==> src/rtl/sdhc_irq_pkg.sv <==
// Package: shared constants for the SD host interrupt aggregator.
// Bit positions are fixed by software's view of the status word.
package sdhc_irq_pkg;
    localparam int unsigned REG_W    = 32;
    localparam int unsigned POS_INS  = 6;
    localparam int unsigned POS_REM  = 7;
    localparam int unsigned POS_CARD = 8;
    localparam int unsigned POS_ESUM = 15;

    // Latched cause bits: normal 0-7, 9, 10; errors 16-25, 28, 29.
    localparam logic [REG_W-1:0] LATCH_BITS = 32'h33FF_06FF;
    localparam logic [REG_W-1:0] ERR_BITS   = 32'h33FF_0000;
    localparam logic [REG_W-1:0] IMPL_BITS  =
        LATCH_BITS | (32'h1 << POS_CARD) | (32'h1 << POS_ESUM);
    // Latched bits fed straight from evt_i (insertion/removal come from card detect).
    localparam logic [REG_W-1:0] EVT_BITS   =
        LATCH_BITS & ~((32'h1 << POS_INS) | (32'h1 << POS_REM));

    typedef enum logic [1:0] {
        SEL_STATUS  = 2'b00,
        SEL_STAT_EN = 2'b01,
        SEL_SIG_EN  = 2'b10,
        SEL_NONE    = 2'b11
    } wr_sel_e;
endpackage

==> src/rtl/sdhc_irq_cd_track.sv <==
// Module: card-presence tracker.
// Registers the inverted card-detect pin and flags presence edges.
// Assumes the pin is already debounced and synchronous to clk. The register
// follows the pin even during reset, so reset release never yields an edge.
module sdhc_irq_cd_track (
    input  logic clk,
    input  logic rst_n,
    input  logic cd_pin_n_i,
    output logic present_o,
    output logic ins_o,
    output logic rem_o
);
    logic now_present;
    logic present_q;

    assign now_present = ~cd_pin_n_i;

    // Track the pin every cycle, including reset and software reset.
    always_ff @(posedge clk) begin
        present_q <= now_present;
    end

    assign present_o = present_q;
    assign ins_o     = now_present & ~present_q;
    assign rem_o     = ~now_present & present_q;

    assert_ins_R7: assert property (@(posedge clk) disable iff (!rst_n)
        ins_o |=> present_o);
    assert_rem_R7: assert property (@(posedge clk) disable iff (!rst_n)
        rem_o |=> !present_o);
endmodule

==> src/rtl/sdhc_irq_mask_reg.sv <==
// Module: one enable-mask register.
// Stores only the implemented bit positions; cleared by reset and reset-all.
// Assumes wr_i is already decoded for this register by the parent.
module sdhc_irq_mask_reg #(
    parameter int unsigned DW = 32,
    parameter logic [DW-1:0] IMPL = '1
) (
    input  logic          clk,
    input  logic          rst_n,
    input  logic          clr_i,
    input  logic          wr_i,
    input  logic [DW-1:0] wr_data_i,
    output logic [DW-1:0] q_o
);
    logic [DW-1:0] q;

    // Load masked write data, clear on either reset.
    always_ff @(posedge clk) begin
        if (!rst_n || clr_i) begin
            q <= '0;
        end else if (wr_i) begin
            q <= wr_data_i & IMPL;
        end
    end

    assign q_o = q;

    assert_clear_R10: assert property (@(posedge clk) disable iff (!rst_n)
        clr_i |=> (q_o == '0));
    assert_hold_R8: assert property (@(posedge clk) disable iff (!rst_n)
        (!wr_i && !clr_i) |=> $stable(q_o));
    assert_load_R8: assert property (@(posedge clk) disable iff (!rst_n)
        (wr_i && !clr_i) |=> ((q_o & ~IMPL) == '0));
endmodule

==> src/rtl/sdhc_irq_status_bank.sv <==
// Module: status word.
// Latched bits are set by enabled causes and cleared by write-1; set wins.
// The card bit is a live gated level and the summary bit ORs the error bits.
// Assumes set_i holds one-cycle pulses and w1c_i is zero outside status writes.
module sdhc_irq_status_bank #(
    parameter int unsigned   DW         = 32,
    parameter logic [DW-1:0] LATCH_BITS = '0,
    parameter logic [DW-1:0] ERR_BITS   = '0,
    parameter int unsigned   CARD_POS   = 8,
    parameter int unsigned   SUM_POS    = 15
) (
    input  logic          clk,
    input  logic          rst_n,
    input  logic          clr_all_i,
    input  logic [DW-1:0] set_i,
    input  logic [DW-1:0] en_i,
    input  logic [DW-1:0] w1c_i,
    input  logic          card_lvl_i,
    output logic [DW-1:0] status_o
);
    logic [DW-1:0] q;
    logic [DW-1:0] gated_set;

    assign gated_set = set_i & en_i;

    for (genvar k = 0; k < DW; k++) begin : g_bit
        if (LATCH_BITS[k]) begin : g_flop
            logic r;
            // One sticky cause bit: enabled set beats write-1 clear.
            always_ff @(posedge clk) begin
                if (!rst_n || clr_all_i) begin
                    r <= 1'b0;
                end else begin
                    r <= gated_set[k] | (r & ~w1c_i[k]);
                end
            end
            assign q[k] = r;
        end else begin : g_tie
            assign q[k] = 1'b0;
        end
    end

    // Merge the derived bits into the latched word.
    always_comb begin
        status_o           = q;
        status_o[CARD_POS] = card_lvl_i & en_i[CARD_POS];
        status_o[SUM_POS]  = |(q & ERR_BITS);
    end

    assert_set_R2: assert property (@(posedge clk) disable iff (!rst_n)
        !clr_all_i |=> ((q & $past(gated_set & LATCH_BITS)) == $past(gated_set & LATCH_BITS)));
    assert_no_spurious_R2: assert property (@(posedge clk) disable iff (!rst_n)
        !clr_all_i |=> ((q & ~$past(q) & ~$past(gated_set)) == '0));
    assert_set_wins_R4: assert property (@(posedge clk) disable iff (!rst_n)
        (!clr_all_i && ((gated_set & w1c_i & LATCH_BITS) != '0))
        |=> ((q & $past(gated_set & w1c_i & LATCH_BITS)) == $past(gated_set & w1c_i & LATCH_BITS)));
    assert_err_sum_R5: assert property (@(posedge clk) disable iff (!rst_n)
        (!clr_all_i && ((gated_set & ERR_BITS) != '0)) |=> status_o[SUM_POS]);
    assert_clear_R10: assert property (@(posedge clk) disable iff (!rst_n)
        clr_all_i |=> (q == '0));
endmodule

==> src/rtl/sdhc_irq_hub.sv <==
// Module: top of the SD host interrupt aggregator.
// Decodes register writes, routes card-detect edges into the status word,
// and ORs the signal-enabled status bits onto irq_o.
// Assumes all inputs are synchronous to clk; evt_i bits are one-cycle pulses.
module sdhc_irq_hub
    import sdhc_irq_pkg::*;
(
    input  logic             clk,
    input  logic             rst_n,
    input  logic             sw_reset_all_i,
    input  logic [REG_W-1:0] evt_i,
    input  logic             card_irq_i,
    input  logic             cd_pin_n_i,
    input  logic             wr_en_i,
    input  logic [1:0]       wr_sel_i,
    input  logic [REG_W-1:0] wr_data_i,
    output logic [REG_W-1:0] status_o,
    output logic [REG_W-1:0] stat_en_o,
    output logic [REG_W-1:0] sig_en_o,
    output logic             card_present_o,
    output logic             irq_o
);
    logic             hit_status;
    logic             hit_stat_en;
    logic             hit_sig_en;
    logic             ins_edge;
    logic             rem_edge;
    logic [REG_W-1:0] set_vec;
    logic [REG_W-1:0] w1c_vec;

    assign hit_status  = wr_en_i && (wr_sel_i == SEL_STATUS);
    assign hit_stat_en = wr_en_i && (wr_sel_i == SEL_STAT_EN);
    assign hit_sig_en  = wr_en_i && (wr_sel_i == SEL_SIG_EN);
    assign w1c_vec     = hit_status ? wr_data_i : '0;

    sdhc_irq_cd_track u_cd (
        .clk        (clk),
        .rst_n      (rst_n),
        .cd_pin_n_i (cd_pin_n_i),
        .present_o  (card_present_o),
        .ins_o      (ins_edge),
        .rem_o      (rem_edge)
    );

    // Build the cause vector: filtered event pulses plus card-detect edges.
    always_comb begin
        set_vec          = evt_i & EVT_BITS;
        set_vec[POS_INS] = ins_edge;
        set_vec[POS_REM] = rem_edge;
    end

    sdhc_irq_mask_reg #(.DW(REG_W), .IMPL(IMPL_BITS)) u_stat_en (
        .clk       (clk),
        .rst_n     (rst_n),
        .clr_i     (sw_reset_all_i),
        .wr_i      (hit_stat_en),
        .wr_data_i (wr_data_i),
        .q_o       (stat_en_o)
    );

    sdhc_irq_mask_reg #(.DW(REG_W), .IMPL(IMPL_BITS)) u_sig_en (
        .clk       (clk),
        .rst_n     (rst_n),
        .clr_i     (sw_reset_all_i),
        .wr_i      (hit_sig_en),
        .wr_data_i (wr_data_i),
        .q_o       (sig_en_o)
    );

    sdhc_irq_status_bank #(
        .DW         (REG_W),
        .LATCH_BITS (LATCH_BITS),
        .ERR_BITS   (ERR_BITS),
        .CARD_POS   (POS_CARD),
        .SUM_POS    (POS_ESUM)
    ) u_status (
        .clk        (clk),
        .rst_n      (rst_n),
        .clr_all_i  (sw_reset_all_i),
        .set_i      (set_vec),
        .en_i       (stat_en_o),
        .w1c_i      (w1c_vec),
        .card_lvl_i (card_irq_i),
        .status_o   (status_o)
    );

    // Request line: any status bit that is also signal-enabled.
    assign irq_o = |(status_o & sig_en_o);

    assert_irq_quiet_R9: assert property (@(posedge clk) disable iff (!rst_n)
        (sig_en_o == '0) |-> !irq_o);
    assert_card_live_R6: assert property (@(posedge clk) disable iff (!rst_n)
        !stat_en_o[POS_CARD] |-> !status_o[POS_CARD]);
endmodule

==> config.mk <==
export PLATFORM = sky130hd
export DESIGN_NAME = sdhc_irq_hub
export DESIGN_NICKNAME = d
export VERILOG_FILES = /design/src/rtl/sdhc_irq_pkg.sv /design/src/rtl/sdhc_irq_cd_track.sv /design/src/rtl/sdhc_irq_mask_reg.sv /design/src/rtl/sdhc_irq_status_bank.sv /design/src/rtl/sdhc_irq_hub.sv
export SDC_FILE = /design/constraint.sdc
export NUM_CORES = 1
export LEC_CHECK = 0
export ABC_AREA = 1
export CAP_MARGIN = 20
export CORE_ASPECT_RATIO = 0.9
export CORE_UTILIZATION = 35
export DETAILED_ROUTE_END_ITERATION = 6
export PLACE_DENSITY = 0.76
export SLEW_MARGIN = 10
export SYNTH_ARGS = -nofsm -noshare
export SYNTH_HDL_FRONTEND = slang
export SYNTH_HIERARCHICAL = 1
export SYNTH_SLANG_ARGS = --single-unit
export TNS_END_PERCENT = 20
==> constraint.sdc <==
create_clock -name clk -period 1.5 [get_ports clk]
set_input_delay 0.3 -clock clk [delete_from_list [all_inputs] [get_ports clk]]
set_output_delay 0.3 -clock clk [all_outputs]
set_load 0.01 [all_outputs]
Yosys cells after proc, flatten, opt, wreduce, memory -nomap -nowiden
Cells that the tools add are included.
W data, S select, Z words.
{"block": "totals", "wordCells": 109, "out_inout_bits": 98, "in_bits": 72, "reg_bits": 71}
{"block": "op_classes", "mux": 1, "bitwise": 73, "n_reduce_logical": 8, "eq_ne": 2}
{"operator": "$and A30 B30 Y30", "count": 2}
{"operator": "$reduce_or A32 Y1", "count": 1}
{"operator": "$mux W30", "count": 1}
{"operator": "$and A1 B1 Y1", "count": 25}
{"operator": "$not A1 Y1", "count": 24}
{"operator": "$or A1 B1 Y1", "count": 22}
{"operator": "$reduce_or A12 Y1", "count": 1}
{"operator": "$logic_and A1 B1 Y1", "count": 3}
{"operator": "$eq A2 B1 Y1 const B", "count": 1}
{"operator": "$eq A2 B2 Y1 const B", "count": 1}
{"operator": "$logic_not A2 Y1", "count": 1}
{"operator": "$logic_not A1 Y1", "count": 1}
{"operator": "$logic_or A1 B1 Y1", "count": 1}

Logic depth before layout (Yosys ltp)
Gate-level depths: netlist (run 1).
{"block": "logic_depth", "depth_word": 6, "ltp_mapped": 10, "depth_no_buf": 10}

Hierarchy
The synthesis (run 1) kept the hierarchy.
{"mod": "sdhc_irq_mask_reg", "area_each_um2": 1016.0, "instances": 2, "cells_per_inst": 115, "seq_area_each_um2": 480.5}
{"mod": "sdhc_irq_status_bank", "area_each_um2": 1186.1, "instances": 1, "cells_per_inst": 158, "seq_area_each_um2": 440.4}
{"mod": "sdhc_irq_hub", "area_each_um2": 643.1, "instances": 1, "cells_per_inst": 137, "seq_area_each_um2": 0.0}
{"mod": "sdhc_irq_cd_track", "area_each_um2": 35.0, "instances": 1, "cells_per_inst": 5, "seq_area_each_um2": 20.0}

Least setup slack after synthesis (run 1)
Ideal clock, no wire load.
{"block": "synth_timing", "kind": "reg2out", "startpoint": "reg u_status.g_bit[25].g_flop.r", "endpoint": "out irq_o", "arrival_ns": 1.033, "stages_incl_launch_ff": 11, "setup_slack_ns": 0.167, "t_required_ns": 1.200, "path_cell_list": "dfxtp_1 -> nor2_1 -> nand2_1 -> nor2_1 -> nand2_1 -> nand2_1 -> nand2_1 -> nor2_1 -> nand2_1 -> nor2_1 -> nand2_1"}
{"block": "synth_via", "elab_chain_cells": 3}
{"item": "from (decl)", "line": "sdhc_irq_status_bank.sv:28", "text": "logic r;"}
{"item": "from (signal assigned)", "line": "sdhc_irq_status_bank.sv:34", "text": "r <= gated_set[k] | (r & ~w1c_i[k]);"}
{"item": "$reduce_or A12 Y1", "line": "sdhc_irq_status_bank.sv:47", "text": "status_o[SUM_POS] = |(q & ERR_BITS);"}
{"item": "named net status_o[15]", "line": "sdhc_irq_hub.sv:17", "text": "output logic [REG_W-1:0] status_o,"}
{"item": "$and A30 B30 Y30", "line": "sdhc_irq_hub.sv:88", "text": "assign irq_o = |(status_o & sig_en_o);"}
{"item": "$reduce_or A32 Y1", "line": "sdhc_irq_hub.sv:88"}
{"item": "to (decl)", "line": "sdhc_irq_hub.sv:21", "text": "output logic irq_o"}
The timed path passes the listed nets, and every way through them passes these cells.

Worst setup path in the final report (run 1)
{"block": "layout_timing", "startpoint": "reg u_status.g_bit[28].g_flop.r", "endpoint": "out irq_o"}
{"block": "layout_via", "elab_chain_cells": 3}
{"item": "from (decl)", "line": "sdhc_irq_status_bank.sv:28"}
{"item": "from (signal assigned)", "line": "sdhc_irq_status_bank.sv:34"}
{"item": "$reduce_or A12 Y1", "line": "sdhc_irq_status_bank.sv:47"}
{"item": "$and A30 B30 Y30 (*)", "line": "sdhc_irq_hub.sv:88"}
{"item": "$reduce_or A32 Y1 (*)", "line": "sdhc_irq_hub.sv:88"}
Every way passes the cells marked *; elsewhere a longest branch is shown, timed or not.

==> results.ini, run 1 <==
[status]
outcome = finished with violations
violations = design-rule violations, negative setup slack

[clock_network]
path_clk_slew_ns = 0.06
cts-root-buf = clkbuf_16
clock_sinks = 71
cts-hold-fix-buffers = 0
clockBufferDepth = 2
cts_buffers = 9
cts_tree = yes
clock_latency_ns = 0.32
htree_levels = 3

[synthesis]
synthesis.instances = 509
syn_area_um2 = 3790
postSynthAreaPerCell_um2 = 7.45
ys_warn_count = 6

[route]
wl_per_cell_um = 13.1
drc = 10
drt-total-wl_um = 10500
detail-route-antenna-nets = 0
drtIter0Drc = 160
vias_per_cell = 4.39
vias = 3510
firstDrtPassIters = 7

[floorplan]
start_util_pct = 36.5
core_um2 = 10400
fp.dieH_um = 101
pin_count = 170
die_area_um2 = 11200
rows = 35
fp.dieW_um = 112

[worst_setup_path]
crit_top_cell = nand2_1
crit_path_end_kind = output port
rrSetupSlack_ns = 0.74
cp_top_family = simple AND/OR/NAND/NOR gates
crit_required_ns = 1.20
crit_fanout = 2
rr_endpoint = u_stat_en/q_o[8]$_SDFFE_PP0P_
critical_path_depth = 11
worstSetupPathType = reg2out
reg2reg_depth = 3
cp-startpoint = u_status/g_bit[28].g_flop.r$_SDFF_PP0_
crit_path_top_delay_cell = dfxtp_2
cp-start-kind = flop
rr_startpoint = u_stat_en/q_o[8]$_SDFFE_PP0P_
crit_path_max_incr_delay_ns = 0.32
critPathBufInv = 1
arrival_ns = 1.57
path_cells = nor2_1 > nand2_1 > nor2_2 > nand2_2 > nand2_1 > nand2_1 > nor2_1 > nand2_1 > nor2_1 > nand2_1 > buf_2

[power]
vdd_drop_max_mv = 0.673
p_int_mw = 3.43
clkPwrFrac_pct = 45.7
p_per_area_nw_per_um2 = 823
swShare_pct = 24.0
power.switching_mw = 1.08
combPwrFrac_pct = 11.8
p_seq_share_pct = 42.5
p_leak_nw = 2.53

[placed_design]
dp_slack_ns = -0.567
dpl.hpwl_um = 8120
place_area_um2 = 5270
place_congestion = 0.762
io_buffer_count = 125

[min_path]
holdPathEnd = u_stat_en/q_o[25]$_SDFFE_PP0P_
holdCritPathClass = reg2reg
holdCritStartpoint = u_stat_en/q_o[25]$_SDFFE_PP0P_
worst_hold_path.num_cells = 2

[timing]
period_minus_slack_ns = 1.87
timing.fmax_ghz = 0.536
post-route-period-util_pct = 124
finalSetupViolations = 2
slew_viol_final = 0
finClkSkew_ns = 0.00361
fin_ws_ns = -0.366
hold_viol = 0
rsz0062_at_grt = yes

[global_routing]
grt_max_degree = 25
antenna_found_initial = 0
globalRouteTotalUtil_pct = 18.9
grt_pass1_vias = 3487
grt_pass1_wl_um = 16700
gr-total-overflow = 0

[cells_and_area]
final.fill_count = 992
final_nets = 738
final_common_cell = nand2_1
layout_common_cells = nand2_1, dlygate4sd2_1, dfxtp_1, buf_4
design_area_um2 = 5490
syn_to_final_growth_pct = 44.8
layout-drive-gt1-share_pct = 26.4
antenna_cells = 0

[flow_run]
max_cap_viol_count = 0

sequential cells by signal, summed over array words and instances, names as in the netlist:
register,cells
u_cd/present_o,1
u_sig_en/q_o,24
u_stat_en/q_o,24
u_status/g_bit.g_flop.r,22
worst max path at each step:
stage | end | slack (ns)
3_5_place_dp | irq_o | -0.57
2_1_floorplan | irq_o | 0.17
5_1_grt | irq_o | -0.49
3_3_place_gp | irq_o | -0.59
6_report | irq_o | -0.37
4_1_cts | irq_o | -0.37
worst reg2reg max path: stages (launching register included):
cell     delay [ns]
dfxtp_1        0.35
buf_4          0.12
nand2_1        0.04
a21oi_1        0.17
power groups by stage:
stage          combinational (mW)  clock (mW)  sequential, mW
2_1_floorplan               0.303           0            1.97
3_3_place_gp                0.534           0            1.96
3_5_place_dp                0.542           0            1.96
4_1_cts                     0.531        2.12            1.92
5_1_grt                     0.576        2.22            1.92
6_report                    0.534        2.06            1.92
final cells by class:
type | instances | area (µm²) | area share, %
repair buffers | 190 | 1730 | 31.4
multi-input cells | 339 | 1670 | 30.4
flip-flops and latches | 71 | 1420 | 26.0
clock buffers | 9 | 225 | 4.10
inverters | 55 | 221 | 4.04
well taps | 129 | 161 | 2.94
clock inverters | 6 | 62.6 | 1.14
per-layer routing:
metal / vias to the layer above / GRT usage [%] / wire (µm)
li1: 1784 / - / -
met3: 2 / 4.27 / 474
met5: - / 0 / 0
met1: 1630 / 22.4 / 4660
met2: 94 / 34.9 / 5300
met4: 0 / 3.74 / 35
metrics by stage:
| step | total power, mW | hold slack, ns | util [%] | TNS, ns | instances |
|---|---|---|---|---|---|
| after floorplan | 2.27 | 0.357 | - | 0 | 530 |
| after global placement | 2.49 | 0.464 | 50.7 | -8.07 | 782 |
| after detailed placement | 2.50 | 0.471 | 50.7 | -10.78 | 782 |
| after CTS | 4.57 | 0.478 | 52.8 | -0.556 | 798 |
| after global routing | 4.72 | 0.495 | 52.9 | -0.842 | 799 |
| final | 4.52 | 0.476 | 52.9 | -0.661 | 799 |
what timing repair did:
item	CTS	global route
setup endpoints to repair	74	3
pin swaps	2	6
resized for setup	85	2
buffers inserted	2	1
hold endpoints to repair	0	0
Note: power is estimated with default switching activity, not from simulation.
==> run 2, diff against run 1 <==
--- a/config.mk
+++ b/config.mk
@@ -7,7 +7,7 @@
 export LEC_CHECK = 0
 export ABC_AREA = 1
 export CAP_MARGIN = 20
-export CORE_ASPECT_RATIO = 0.9
+export CORE_ASPECT_RATIO = 0.75
 export CORE_UTILIZATION = 35
 export DETAILED_ROUTE_END_ITERATION = 6
 export PLACE_DENSITY = 0.76
==> run 2 against run 1 <==
Compared with the run above:
- die area barely moved
- largest power group unchanged
- sequential cell count did not move
- the flow finishes with violations (negative setup slack)
- register-to-register slack got worse by 0.06 ns
==> results.ini, run 2 (same netlist as run 1, synthesis figures left out) <==
[timing]
fin_ws_ns = -0.389  ; was -0.366 ns
post-route-period-util_pct = 126  ; was 124%
finalSetupViolations = 2  ; unchanged
hold_viol = 0  ; unchanged
period_minus_slack_ns = 1.89  ; was 1.87 ns
finClkSkew_ns = 0.00494  ; was 0.00361 ns
slew_viol_final = 0  ; unchanged
timing.fmax_ghz = 0.529  ; was 0.536 GHz
rsz0062_at_grt = yes  ; unchanged

[cells_and_area]
final_nets = 735  ; was 738
final_cells = 804  ; was 799
syn_to_final_growth_pct = 44.4  ; was 44.8%
antenna_cells = 0  ; unchanged
final_common_cell = nand2_1  ; unchanged
final_util_pct = 52.6  ; was 52.9%
layout-drive-gt1-share_pct = 25.7  ; was 26.4%
layout_common_cells = nand2_1, dlygate4sd2_1, dfxtp_1, buf_4  ; unchanged

[power]
p_seq_share_pct = 42.5  ; about the same
p_int_mw = 3.48  ; was 3.43 mW
swShare_pct = 23.1  ; was 24.0%
combPwrFrac_pct = 11.7  ; was 11.8%
vdd_drop_max_mv = 0.561  ; was 0.673 mV
p_per_area_nw_per_um2 = 826  ; was 823 nW/µm²
p_leak_nw = 2.52  ; was 2.53 nW
clkPwrFrac_pct = 45.8  ; was 45.7%
power.switching_mw = 1.05  ; was 1.08 mW

[clock_network]
htree_levels = 3  ; unchanged
cts-hold-fix-buffers = 0  ; unchanged
cts_tree = yes  ; unchanged
cts-root-buf = clkbuf_16  ; unchanged
clock_sinks = 71  ; unchanged
path_clk_slew_ns = 0.06  ; about the same
cts_buffers = 9  ; unchanged
clock_latency_ns = 0.32  ; about the same
clockBufferDepth = 2  ; unchanged

[route]
wl_per_cell_um = 13.4  ; was 13.1 µm
drc = 0  ; was 10
firstDrtPassIters = 4  ; was 7
drt-total-wl_um = 10800  ; was 10500 µm
vias_per_cell = 4.33  ; was 4.39
detail-route-antenna-nets = 0  ; unchanged
drtIter0Drc = 166  ; was 160
vias = 3479  ; was 3510

[worst_setup_path]
rrSetupSlack_ns = 0.68  ; was 0.74 ns
cp-start-kind = flop  ; unchanged
arrival_ns = 1.59  ; was 1.57 ns
worstSetupPathType = reg2out  ; unchanged
rr_startpoint = u_status/g_bit[20].g_flop.r$_SDFF_PP0_  ; was u_stat_en/q_o[8]$_SDFFE_PP0P_
crit_path_end_kind = output port  ; unchanged
crit_required_ns = 1.20  ; about the same
rr_endpoint = u_status/g_bit[20].g_flop.r$_SDFF_PP0_  ; was u_stat_en/q_o[8]$_SDFFE_PP0P_
crit_fanout = 2  ; unchanged
reg2reg_depth = 4  ; was 3

[status]
violations = negative setup slack  ; was design-rule violations, negative setup slack
outcome = finished with violations  ; unchanged

[global_routing]
grt_max_degree = 26  ; was 25
globalRouteTotalUtil_pct = 20.1  ; was 18.9%
antenna_found_initial = 0  ; unchanged
grt_pass1_vias = 3650  ; was 3487
grt_pass1_wl_um = 17400  ; was 16700 µm
gr-total-overflow = 0  ; unchanged

[placed_design]
dpl.hpwl_um = 8200  ; was 8120 µm
dp_slack_ns = -0.601  ; was -0.567 ns
numPlacedInstances = 788  ; was 782
place_congestion = 0.767  ; was 0.762
io_buffer_count = 125  ; unchanged

[flow_run]
max_cap_viol_count = 0  ; unchanged

[floorplan]
fp.dieH_um = 92.1  ; was 101 µm
start_util_pct = 36.4  ; was 36.5%
pin_count = 170  ; unchanged
core_um2 = 10400  ; about the same
die_area_um2 = 11300  ; was 11200 µm²
fp.dieW_um = 122  ; was 112 µm
rows = 32  ; was 35

[min_path]
holdCritPathClass = reg2reg  ; unchanged
holdCritStartpoint = u_stat_en/q_o[15]$_SDFFE_PP0P_  ; was u_stat_en/q_o[25]$_SDFFE_PP0P_
worst_hold_path.num_cells = 2  ; unchanged
holdPathEnd = u_stat_en/q_o[15]$_SDFFE_PP0P_  ; was u_stat_en/q_o[25]$_SDFFE_PP0P_

==> run 2: cell count changes in the layout (fill, tap and decap cells not counted), sizes merged <==
cell / before / now
buf: 67 / 64
clkbuf: 9 / 12
clkinv: 5 / 3
==> run 2: per-stage QoR <==
| stage | TNS (ns) | cell area, µm² | hold slack, ns | power [mW] |
|---|---|---|---|---|
| after floorplan | 0 | 3870 | 0.357 | 2.27 |
| after global placement | -8.29 | 5270 | 0.457 | 2.49 |
| after detailed placement | -11.32 | 5270 | 0.459 | 2.50 |
| after CTS | -0.526 | 5470 | 0.470 | 4.59 |
| after global routing | -0.827 | 5470 | 0.496 | 4.74 |
| final | -0.479 | 5470 | 0.464 | 4.52 |
==> run 2: routing by layer <==
| metal | wire [µm] | track usage, % |
|---|---|---|
| met1 | 4960 | 24.7 |
| met2 | 5160 | 34.8 |
| met3 | 591 | 5.22 |
| met4 | 72 | 4.37 |
| met5 | 0 | 0 |
==> run 2: layout make-up <==
type / count / area, µm²
clock inverters: 4 / 45.0
inverters: 55 / 221
fillers: 1013 / 4940
clock buffers: 12 / 246
repair buffers: 187 / 1700
well taps: 136 / 170
multi-input cells: 339 / 1670
flip-flops and latches: 71 / 1420
==> run 2: worst max-delay path by stage <==
stage                                                 startpoint    end  slack (ns)  depth (start not counted)
after floorplan           u_status/g_bit[25].g_flop.r$_SDFF_PP0_  irq_o        0.17                         10
after global placement                                card_irq_i  irq_o       -0.59                         10
after detailed placement                              card_irq_i  irq_o       -0.60                         10
after CTS                 u_status/g_bit[29].g_flop.r$_SDFF_PP0_  irq_o       -0.42                         11
after global routing      u_status/g_bit[25].g_flop.r$_SDFF_PP0_  irq_o       -0.62                         11
final                     u_status/g_bit[29].g_flop.r$_SDFF_PP0_  irq_o       -0.39                         11
==> run 2: critical path, cell delays in order, from the launching register on <==
cell     delay, ns
dfxtp_2       0.32
nor2_2        0.11
nand2_1       0.08
nor2_2        0.13
nand2_1       0.08
nand2_1       0.06
nand2_1       0.04
nor2_1        0.10
nand2_1       0.06
nor2_1        0.08
nand2_1       0.06
buf_2         0.14
==> run 2: timing repair <==
item | CTS | global route
pin swaps | 6 | 2
setup buffers | 1 | 0
hold endpoints to repair | 0 | 0
gates resized for setup | 85 | 1
setup endpoints to repair | 74 | 3
==> run 2: power by group through the flow <==
stage                     clock network [mW]  logic (mW)  registers (mW)
final                                   2.07       0.529            1.92
after global routing                    2.24       0.576            1.92
after CTS                               2.14       0.527            1.92
after detailed placement                   0       0.541            1.96
after global placement                     0       0.530            1.96
after floorplan                            0       0.303            1.97
==> run 3, diff against run 2 <==
--- a/config.mk
+++ b/config.mk
@@ -10,6 +10,7 @@
 export CORE_ASPECT_RATIO = 0.75
 export CORE_UTILIZATION = 35
 export DETAILED_ROUTE_END_ITERATION = 6
+export HOLD_SLACK_MARGIN = 0.15
 export PLACE_DENSITY = 0.76
 export SLEW_MARGIN = 10
 export SYNTH_ARGS = -nofsm -noshare
==> results of run 3 <==
Same layout as run 2: the final DEF is identical, and so are final timing and power.
